==> config.mk <==
export PLATFORM = sky130hd
export DESIGN_NAME = mt_timer2
export DESIGN_NICKNAME = d
export VERILOG_FILES = /design/src/rtl/mt_pkg.sv /design/src/rtl/mt_prescaler.sv /design/src/rtl/mt_channel.sv /design/src/rtl/mt_addr_map.sv /design/src/rtl/mt_timer2.sv
export SDC_FILE = /design/constraint.sdc
export NUM_CORES = 1
export LEC_CHECK = 0
export ABC_AREA = 1
export ABC_CLOCK_PERIOD_IN_PS = 8280
export CAP_MARGIN = 20
export CELL_PAD_IN_SITES_DETAIL_PLACEMENT = 1
export CELL_PAD_IN_SITES_GLOBAL_PLACEMENT = 2
export CORE_ASPECT_RATIO = 0.5
export CORE_MARGIN = 10
export CORE_UTILIZATION = 33
export DETAILED_ROUTE_END_ITERATION = 8
export HOLD_SLACK_MARGIN = 0.12
export PLACE_DENSITY = 0.86
export SLEW_MARGIN = 10
export SYNTH_ARGS = -nofsm -noshare
export SYNTH_HDL_FRONTEND = slang
export SYNTH_SLANG_ARGS = --single-unit
export TNS_END_PERCENT = 10
==> constraint.sdc <==
create_clock -name clk -period 8.28 [get_ports clk]
set_input_delay 2.484 -clock clk [delete_from_list [all_inputs] [get_ports clk]]
set_output_delay 2.484 -clock clk [all_outputs]
set_load 0.005 [all_outputs]
==> src/rtl/mt_pkg.sv <==
package mt_pkg;
    localparam int NUM_CH      = 2;
    localparam int DATA_W      = 16;
    localparam int CKS_W       = 2;
    localparam int REGS_PER_CH = 3;
    localparam int BASE_DIV    = 8;
    localparam int MAX_DIV     = BASE_DIV << (2 * ((1 << CKS_W) - 1));
    localparam int PRE_W       = $clog2(MAX_DIV);
    localparam int ADDR_W      = $clog2(2 * (1 + REGS_PER_CH * NUM_CH));
    localparam int CH_W        = (NUM_CH > 1) ? $clog2(NUM_CH) : 1;
    localparam int IE_BIT      = 6;
    localparam int ONE_BIT     = 7;

    typedef enum logic [1:0] {
        RK_CTRL = 2'd0,
        RK_CNT  = 2'd1,
        RK_CMP  = 2'd2,
        RK_NONE = 2'd3
    } reg_kind_e;

    typedef struct packed {
        logic             ie;
        logic [CKS_W-1:0] cks;
    } ctrl_t;

    typedef struct packed {
        logic            is_start;
        reg_kind_e       kind;
        logic [CH_W-1:0] ch;
    } dec_t;

    // last prescaler count before a tick for a given clock select
    function automatic logic [PRE_W-1:0] div_last(input logic [CKS_W-1:0] cks);
        int d;
        d = BASE_DIV << (2 * int'(cks));
        return PRE_W'(d - 1);
    endfunction

    function automatic logic [DATA_W-1:0] ctrl_image(input ctrl_t c);
        logic [DATA_W-1:0] r;
        r              = '0;
        r[ONE_BIT]     = 1'b1;
        r[IE_BIT]      = c.ie;
        r[CKS_W-1:0]   = c.cks;
        return r;
    endfunction

    function automatic dec_t decode(input logic [ADDR_W-1:0] a);
        dec_t d;
        int   h;
        int   idx;
        h          = int'(a) >> 1;
        d.is_start = 1'b0;
        d.kind     = RK_NONE;
        d.ch       = '0;
        if (h == 0) begin
            d.is_start = 1'b1;
        end else if (h <= REGS_PER_CH * NUM_CH) begin
            idx    = h - 1;
            d.ch   = CH_W'(idx / REGS_PER_CH);
            d.kind = reg_kind_e'(2'(idx % REGS_PER_CH));
        end
        return d;
    endfunction
endpackage

==> src/rtl/mt_prescaler.sv <==
module mt_prescaler
    import mt_pkg::*;
(
    input  logic             clk,
    input  logic             rst,
    input  logic             run,
    input  logic [CKS_W-1:0] cks,
    output logic             tick
);
    logic [PRE_W-1:0] pre_q;

    // >= keeps a shortened divisor from overrunning after a mid-count change
    assign tick = run && (pre_q >= div_last(cks));

    always_ff @(posedge clk) begin
        if (rst || !run) begin
            pre_q <= '0;
        end else if (tick) begin
            pre_q <= '0;
        end else begin
            pre_q <= pre_q + 1'b1;
        end
    end
endmodule

==> src/rtl/mt_channel.sv <==
module mt_channel
    import mt_pkg::*;
(
    input  logic              clk,
    input  logic              rst,
    input  logic              tick,
    input  logic              wr_ctrl,
    input  logic              wr_cnt,
    input  logic              wr_cmp,
    input  logic [DATA_W-1:0] wdata,
    output ctrl_t             ctrl,
    output logic [DATA_W-1:0] cnt,
    output logic [DATA_W-1:0] cmp,
    output logic              irq
);
    always_ff @(posedge clk) begin
        if (rst) begin
            ctrl <= '0;
            cnt  <= '0;
            cmp  <= '1;
            irq  <= 1'b0;
        end else begin
            irq <= 1'b0;
            if (wr_ctrl) begin
                ctrl.ie  <= wdata[IE_BIT];
                ctrl.cks <= wdata[CKS_W-1:0];
            end
            if (wr_cmp) begin
                cmp <= wdata;
            end
            if (wr_cnt) begin
                cnt <= wdata;
            end else if (tick) begin
                if (cnt == cmp) begin
                    cnt <= '0;
                    irq <= ctrl.ie;
                end else begin
                    cnt <= cnt + 1'b1;
                end
            end
        end
    end
endmodule

==> src/rtl/mt_addr_map.sv <==
module mt_addr_map
    import mt_pkg::*;
(
    input  logic                          bus_sel,
    input  logic                          bus_we,
    input  logic [ADDR_W-1:0]             bus_addr,
    input  logic [NUM_CH-1:0]             run,
    input  ctrl_t [NUM_CH-1:0]            ctrl_v,
    input  logic [NUM_CH-1:0][DATA_W-1:0] cnt_v,
    input  logic [NUM_CH-1:0][DATA_W-1:0] cmp_v,
    output logic                          wr_start,
    output logic [NUM_CH-1:0]             wr_ctrl,
    output logic [NUM_CH-1:0]             wr_cnt,
    output logic [NUM_CH-1:0]             wr_cmp,
    output logic [DATA_W-1:0]             rdata
);
    dec_t dec;
    logic wr;

    assign dec      = decode(bus_addr);
    assign wr       = bus_sel && bus_we;
    assign wr_start = wr && dec.is_start;

    for (genvar i = 0; i < NUM_CH; i++) begin : g_wr
        logic hit;
        assign hit        = wr && !dec.is_start && (dec.ch == CH_W'(i));
        assign wr_ctrl[i] = hit && (dec.kind == RK_CTRL);
        assign wr_cnt[i]  = hit && (dec.kind == RK_CNT);
        assign wr_cmp[i]  = hit && (dec.kind == RK_CMP);
    end

    always_comb begin
        rdata = '0;
        if (dec.is_start) begin
            rdata = DATA_W'(run);
        end else begin
            for (int i = 0; i < NUM_CH; i++) begin
                if (dec.ch == CH_W'(i)) begin
                    case (dec.kind)
                        RK_CTRL: rdata = ctrl_image(ctrl_v[i]);
                        RK_CNT:  rdata = cnt_v[i];
                        RK_CMP:  rdata = cmp_v[i];
                        default: rdata = '0;
                    endcase
                end
            end
        end
    end
endmodule

==> src/rtl/mt_timer2.sv <==
module mt_timer2
    import mt_pkg::*;
(
    input  logic              clk,
    input  logic              rst,
    input  logic              bus_sel,
    input  logic              bus_we,
    input  logic [ADDR_W-1:0] bus_addr,
    input  logic [DATA_W-1:0] bus_wdata,
    output logic [DATA_W-1:0] bus_rdata,
    output logic [NUM_CH-1:0] irq_o
);
    logic [NUM_CH-1:0]             run_q;
    logic                          wr_start;
    logic [NUM_CH-1:0]             wr_ctrl;
    logic [NUM_CH-1:0]             wr_cnt;
    logic [NUM_CH-1:0]             wr_cmp;
    logic [NUM_CH-1:0]             tick;
    ctrl_t [NUM_CH-1:0]            ctrl_v;
    logic [NUM_CH-1:0][DATA_W-1:0] cnt_v;
    logic [NUM_CH-1:0][DATA_W-1:0] cmp_v;

    always_ff @(posedge clk) begin
        if (rst) begin
            run_q <= '0;
        end else if (wr_start) begin
            run_q <= bus_wdata[NUM_CH-1:0];
        end
    end

    mt_addr_map u_map (
        .bus_sel  (bus_sel),
        .bus_we   (bus_we),
        .bus_addr (bus_addr),
        .run      (run_q),
        .ctrl_v   (ctrl_v),
        .cnt_v    (cnt_v),
        .cmp_v    (cmp_v),
        .wr_start (wr_start),
        .wr_ctrl  (wr_ctrl),
        .wr_cnt   (wr_cnt),
        .wr_cmp   (wr_cmp),
        .rdata    (bus_rdata)
    );

    for (genvar i = 0; i < NUM_CH; i++) begin : g_ch
        mt_prescaler u_pre (
            .clk  (clk),
            .rst  (rst),
            .run  (run_q[i]),
            .cks  (ctrl_v[i].cks),
            .tick (tick[i])
        );

        mt_channel u_chan (
            .clk     (clk),
            .rst     (rst),
            .tick    (tick[i]),
            .wr_ctrl (wr_ctrl[i]),
            .wr_cnt  (wr_cnt[i]),
            .wr_cmp  (wr_cmp[i]),
            .wdata   (bus_wdata),
            .ctrl    (ctrl_v[i]),
            .cnt     (cnt_v[i]),
            .cmp     (cmp_v[i]),
            .irq     (irq_o[i])
        );
    end
endmodule

==> Word level (Yosys, flattened, before mapping) <==
Cells that the tools add are included.
{ "op_classes": {"shift": 2, "magnitude_cmp": 3, "addsub": 7, "n_mux": 13, "div_mod_pow": 2, "n_eq_ne": 4, "bitwise_logic": 5, "reduce_logical": 26} }
{ "ops": {"columns": ["op", "count"], "rows": [
  ["$mux W16", 8],
  ["$pmux W16 S3", 2],
  ["$add A16 B1 Y16 const B", 2],
  ["$div A32 B3 Y32 const B", 1],
  ["$eq A16 B16 Y1", 2],
  ["$logic_not A32 Y1", 1],
  ["$mod A32 B3 Y32 const B", 1],
  ["$add A9 B1 Y9 const B", 2],
  ["$ge A9 B9 Y1", 2],
  ["$shl A4 B3 Y9 const A", 2],
  ["$sub A9 B2 Y9 const B", 2],
  ["$logic_and A1 B1 Y1", 13],
  ["$reduce_or A4 Y1", 2],
  ["$mux W3", 2],
  ["$not A1 Y1", 5],
  ["$reduce_bool A2 Y1", 2],
  ["$reduce_or A2 Y1", 2],
  ["$sub A3 B1 Y4 const B", 1],
  ["$le A3 B3 Y1 const B", 1],
  ["$logic_not A1 Y1", 3],
  ["$eq A2 B1 Y1 const B", 1],
  ["$eq A2 B2 Y1 const B", 1],
  ["$logic_not A2 Y1", 1],
  ["$logic_or A1 B1 Y1", 2],
  ["$mux W1", 1]
]} }
{ "totals": {"inputBits": 24, "output_inout_bits": 18, "ff_bits": 92, "elab_cells": 75} }

==> Longest topological paths before layout <==
{ "logic_depth": {"ltp_word": 8, "mapped_depth": 27, "ltp_nobuf": 25} }

==> Cells and area by module <==
A second synthesis with hierarchy kept.
{ "unflattened": {"cells_unflattened": 1030, "hier_area_um2": 6491.2} }
{ "modules_own_cells": {"columns": ["mod", "cells_each", "area_per_inst_um2", "n_inst", "seq_area_each_um2"], "rows": [
  ["mt_channel", 299, 2009.4, 2, 720.7],
  ["mt_addr_map", 253, 1197.4, 1, 0.0],
  ["mt_prescaler", 83, 596.8, 2, 180.2],
  ["mt_timer2", 13, 81.3, 1, 40.0]
]} }

==> Worst setup path after synthesis <==
No wires, ideal clock.
{ "synth_path": {"path_type": "input -> output", "startpoint": "in bus_addr[1]", "endpoint": "out bus_rdata[10]", "slack_ns": 0.899, "stages": 22, "n_path_buf": 2, "arrival_ns": 4.897, "cell_sequence": "inv_1 -> ha_1 -> inv_1 -> nand3_1 -> nand2_1 -> inv_1 -> ha_1 -> inv_1 -> nand2_1 -> xor2_1 -> inv_1 -> ha_1 -> inv_1 -> nand2_4 -> nand2_4 -> nand3_2 -> nand2_1 -> buf_2 -> buf_2 -> o21ai_0 -> a21oi_1 -> nor2_1"} }
{ "synth_between": {"elab_chain_cells": 8} }
{ "synth_rtl": {"columns": ["item", "line", "rtl"], "rows": [
  ["from (decl)", "mt_timer2.sv:8", "input logic [ADDR_W-1:0] bus_addr,"],
  ["$sub A3 B1 Y4", "mt_pkg.sv:59", "idx = h - 1;"],
  ["$mod A32 B3 Y32", "mt_pkg.sv:61", "d.kind = reg_kind_e'(2'(idx % REGS_PER_CH));"],
  ["$mux W3", "mt_pkg.sv:58", "end else if (h <= REGS_PER_CH * NUM_CH) begin"],
  ["$mux W3", "mt_pkg.sv:56", "if (h == 0) begin"],
  ["$eq A2 B2 Y1 (tied with other cells)", "mt_addr_map.sv:39", "case (dec.kind)"],
  ["$pmux W16 S3", "mt_addr_map.sv:39", null],
  ["$mux W16", "mt_addr_map.sv:38", "if (dec.ch == CH_W'(i)) begin"],
  ["$mux W16 (*)", "mt_addr_map.sv:34", "if (dec.is_start) begin"],
  ["to (decl)", "mt_timer2.sv:10", "output logic [DATA_W-1:0] bus_rdata,"]
]} }
Mark *: on every way between the ends. The rest lies on a longest branch, timed or not.

==> Worst setup path in the final report <==
{ "layout_path": {"startpoint": "in bus_addr[1]", "endpoint": "out bus_rdata[7]"} }
Same word-level chain as after synthesis.

==> flow_summary.toml <==
[status]
status = "complete, no violations"

[worst_setup_path]
worstSetupPathType = "input port to output port"
arrival_ns = 5.61
worstPathMaxFanout = 5
start_kind = "input port"
required_ns = 5.80
end_kind = "output port"
reg2reg_depth = 11

[route]
routedWlPerCell_um = 16.74
firstDrtPassIters = 6
vias_per_cell = 5.021
vias = 6452
wl_um = 21510
drt_iter0_drc = 321
drc_errors = 0
drtAntennaViolNets = 0

[logic_synthesis]
yosysSeqAreaShare_pct = 29.31
synth_edf_count = 0
synth_warnings = 0
synth.area.top_cells = "dfxtp_1 (29%), nand2_1 (15%), nor2_1 (7.3%)"
synth_cell_type_count = 40
post-synth-top-area-fraction_pct = 29.31
synth_area_um2 = 6285
synth-seq-cells = 92
ys_async_sr_fraction_pct = 0
avgSynthCellArea_um2 = 6.499
yosysTopAreaCell = "dfxtp_1"
synth_flop_cell = "dfxtp_1"
synthCells = 967
synth_nets = 1014

[clocking]
clock_path_buffers = 2
path_clk_slew_ns = 0.06
h-tree-depth = 3
cts_root_buffer = "clkbuf_16"
clk-insertion-delay-late_ns = 0.36
cts_inserted_buffers = 9
cts_sinks = 92
holdBufCountCts = 0
cts_tree = "yes"

[grt]
antenna_found_initial = 0
track_usage_pct = 16.67
overflow = 0
grt_pass1_vias = 6550
grt_pass1_wl_um = 34820
grt_start_max_net_pins = 29

[placement]
dp_cells = 1263
dp_slack_ns = -0.4023
hpwlAfterDp_um = 16110
io_buffers = 40
place.gp.congestion = 0.8269

[cells_and_area]
layout_commonest_cell = "nand2_1"
instances_no_fill = 1285
fillers = 2424
fin_nets = 1069
diodes = 0
layout_common_cells = "nand2_1 (243), nor2_1 (120), inv_1 (108)"
drive_above_1_share_pct = 10.62
syn_to_final_growth_pct = 20.05

[sta]
final-hold-violation-count = 0
rsz0062_at_grt = "no"
drv_slew = 0
fin_skew_ns = 0.008279
finalWorstSetupSlack_ns = 0.1901
min_period_ns = 8.090
fin_hold_ws_ns = 0.4653
fin_crit_sh_pct = 97.70
fmaxAchievable_mhz = 123.6
tightest_slew_ns = 0.8950
fin_tns_setup_ns = 0
slew_headroom_pct = 40.27
setup_viol = 0

[power_and_ir_drop]
ir_worst_vdd_mv = 0.08243
leakage_nw = 3.299
power_density_nw_per_um2 = 165.1
total_power_mw = 1.246

[floorplanning]
dieArea_um2 = 25300
core_um2 = 18570
rows = 35
start_util_pct = 33.85
io_pins = 42
die_width_um = 215.2
die_y_um = 117.6

[worst_hold_path]
hold_path_class = "register to register"
min_path_cells = 1

[job]
drv_cap = 0
## layout make-up
type | count | area (µm²) | area share, %
clock buffer | 12 | 256.5 | 3.400
clock inverter | 3 | 46.29 | 0.6136
inverter | 118 | 445.4 | 5.904
multi-input combinational | 719 | 3874 | 51.34
sequential | 92 | 1842 | 24.41
tap | 259 | 324.1 | 4.295
timing repair buffer | 82 | 757.0 | 10.03
## metal layers
| metal | share of wire [%] | GRT usage (%) |
|---|---|---|
| met5 | 0 | 0 |
| met4 | 0.73 | 3.061 |
| met3 | 2.9 | 2.976 |
| met2 | 44 | 26.40 |
| met1 | 52 | 23.14 |
## synth_stat cells (all sizes together), types with 2 or more instances
master,instances
a21oi,47
dfxtp,92
clkinv,2
xnor2,27
o21ai,48
o211ai,26
nand2,252
nor4,6
nand4,18
xor2,25
a31oi,2
ha,23
nor3,27
clkbuf,18
or2,3
nor3b,4
inv,116
nor2,134
buf,20
nand3,72
## path summary, 6_finish.rpt
path | from | endpoint | slack (ns)
setup / recovery | bus_addr[1] | bus_rdata[7] | 0.19
hold / removal | g_ch[1].u_pre.pre_q[0] | g_ch[1].u_pre.pre_q[0] | 0.47
setup reg to reg | g_ch[0].u_chan.ctrl[1] | g_ch[0].u_chan.cnt[3] | 5.55
hold reg to reg | g_ch[1].u_pre.pre_q[0] | g_ch[1].u_pre.pre_q[0] | 0.47
## state kept, by name, summed over array words and instances (netlist names)
| signal | flops |
|---|---|
| g_ch.u_chan.irq | 2 |
| run_q | 2 |
| g_ch.u_chan.cmp | 32 |
| g_ch.u_pre.pre_q | 18 |
| g_ch.u_chan.ctrl | 6 |
| g_ch.u_chan.cnt | 32 |
## report_power, final
part | internal (mW) | switching (mW)
Clock | 0.250 | 0.190
Sequential | 0.455 | 0.0135
Combinational | 0.144 | 0.193
Total | 0.849 | 0.397
## logic make-up after synthesis
logic type | synth area share (%)
AOI/OAI and AO/OA | 11.61
xor gates and xnor gates | 7.247
adders and majority gates | 4.579
buffers and inverters | 10.39
DFF | 29.31
and+or+nand+nor | 36.87
## metrics by stage
stage / cell area, µm² / util (%)
after detailed placement: 7079 / 38.13
after CTS: 7467 / 40.22
after floorplan: 6285 / -
after global routing: 7545 / 40.63
final: 7545 / 40.63
after global placement: 7079 / 38.13
## timing repair
action | in CTS | in global routing
pin swaps | 4 | 9
buffers inserted | 4 | 3
endpoints found under the setup margin | 16 | 16
resized for setup | 22 | 31
## worst max-delay path, stage by stage
cell and delay (ns):
dlymetal6s2s_1 0.15, buf_6 0.13, ha_1 0.18, inv_1 0.06, nand3_2 0.11, nand2_2 0.11
inv_2 0.05, nor2_4 0.10, ha_2 0.18, inv_1 0.06, nand2_2 0.08, xor2_1 0.16
inv_1 0.09, ha_4 0.16, inv_2 0.08, nand2_4 0.06, nand2_4 0.07, nand3_4 0.09
buf_6 0.16, buf_4 0.14, nand2_1 0.05, o211ai_1 0.11, a21oi_1 0.19, clkdlybuf4s50_1 0.54
Note: power is estimated with default switching activity, not from simulation.
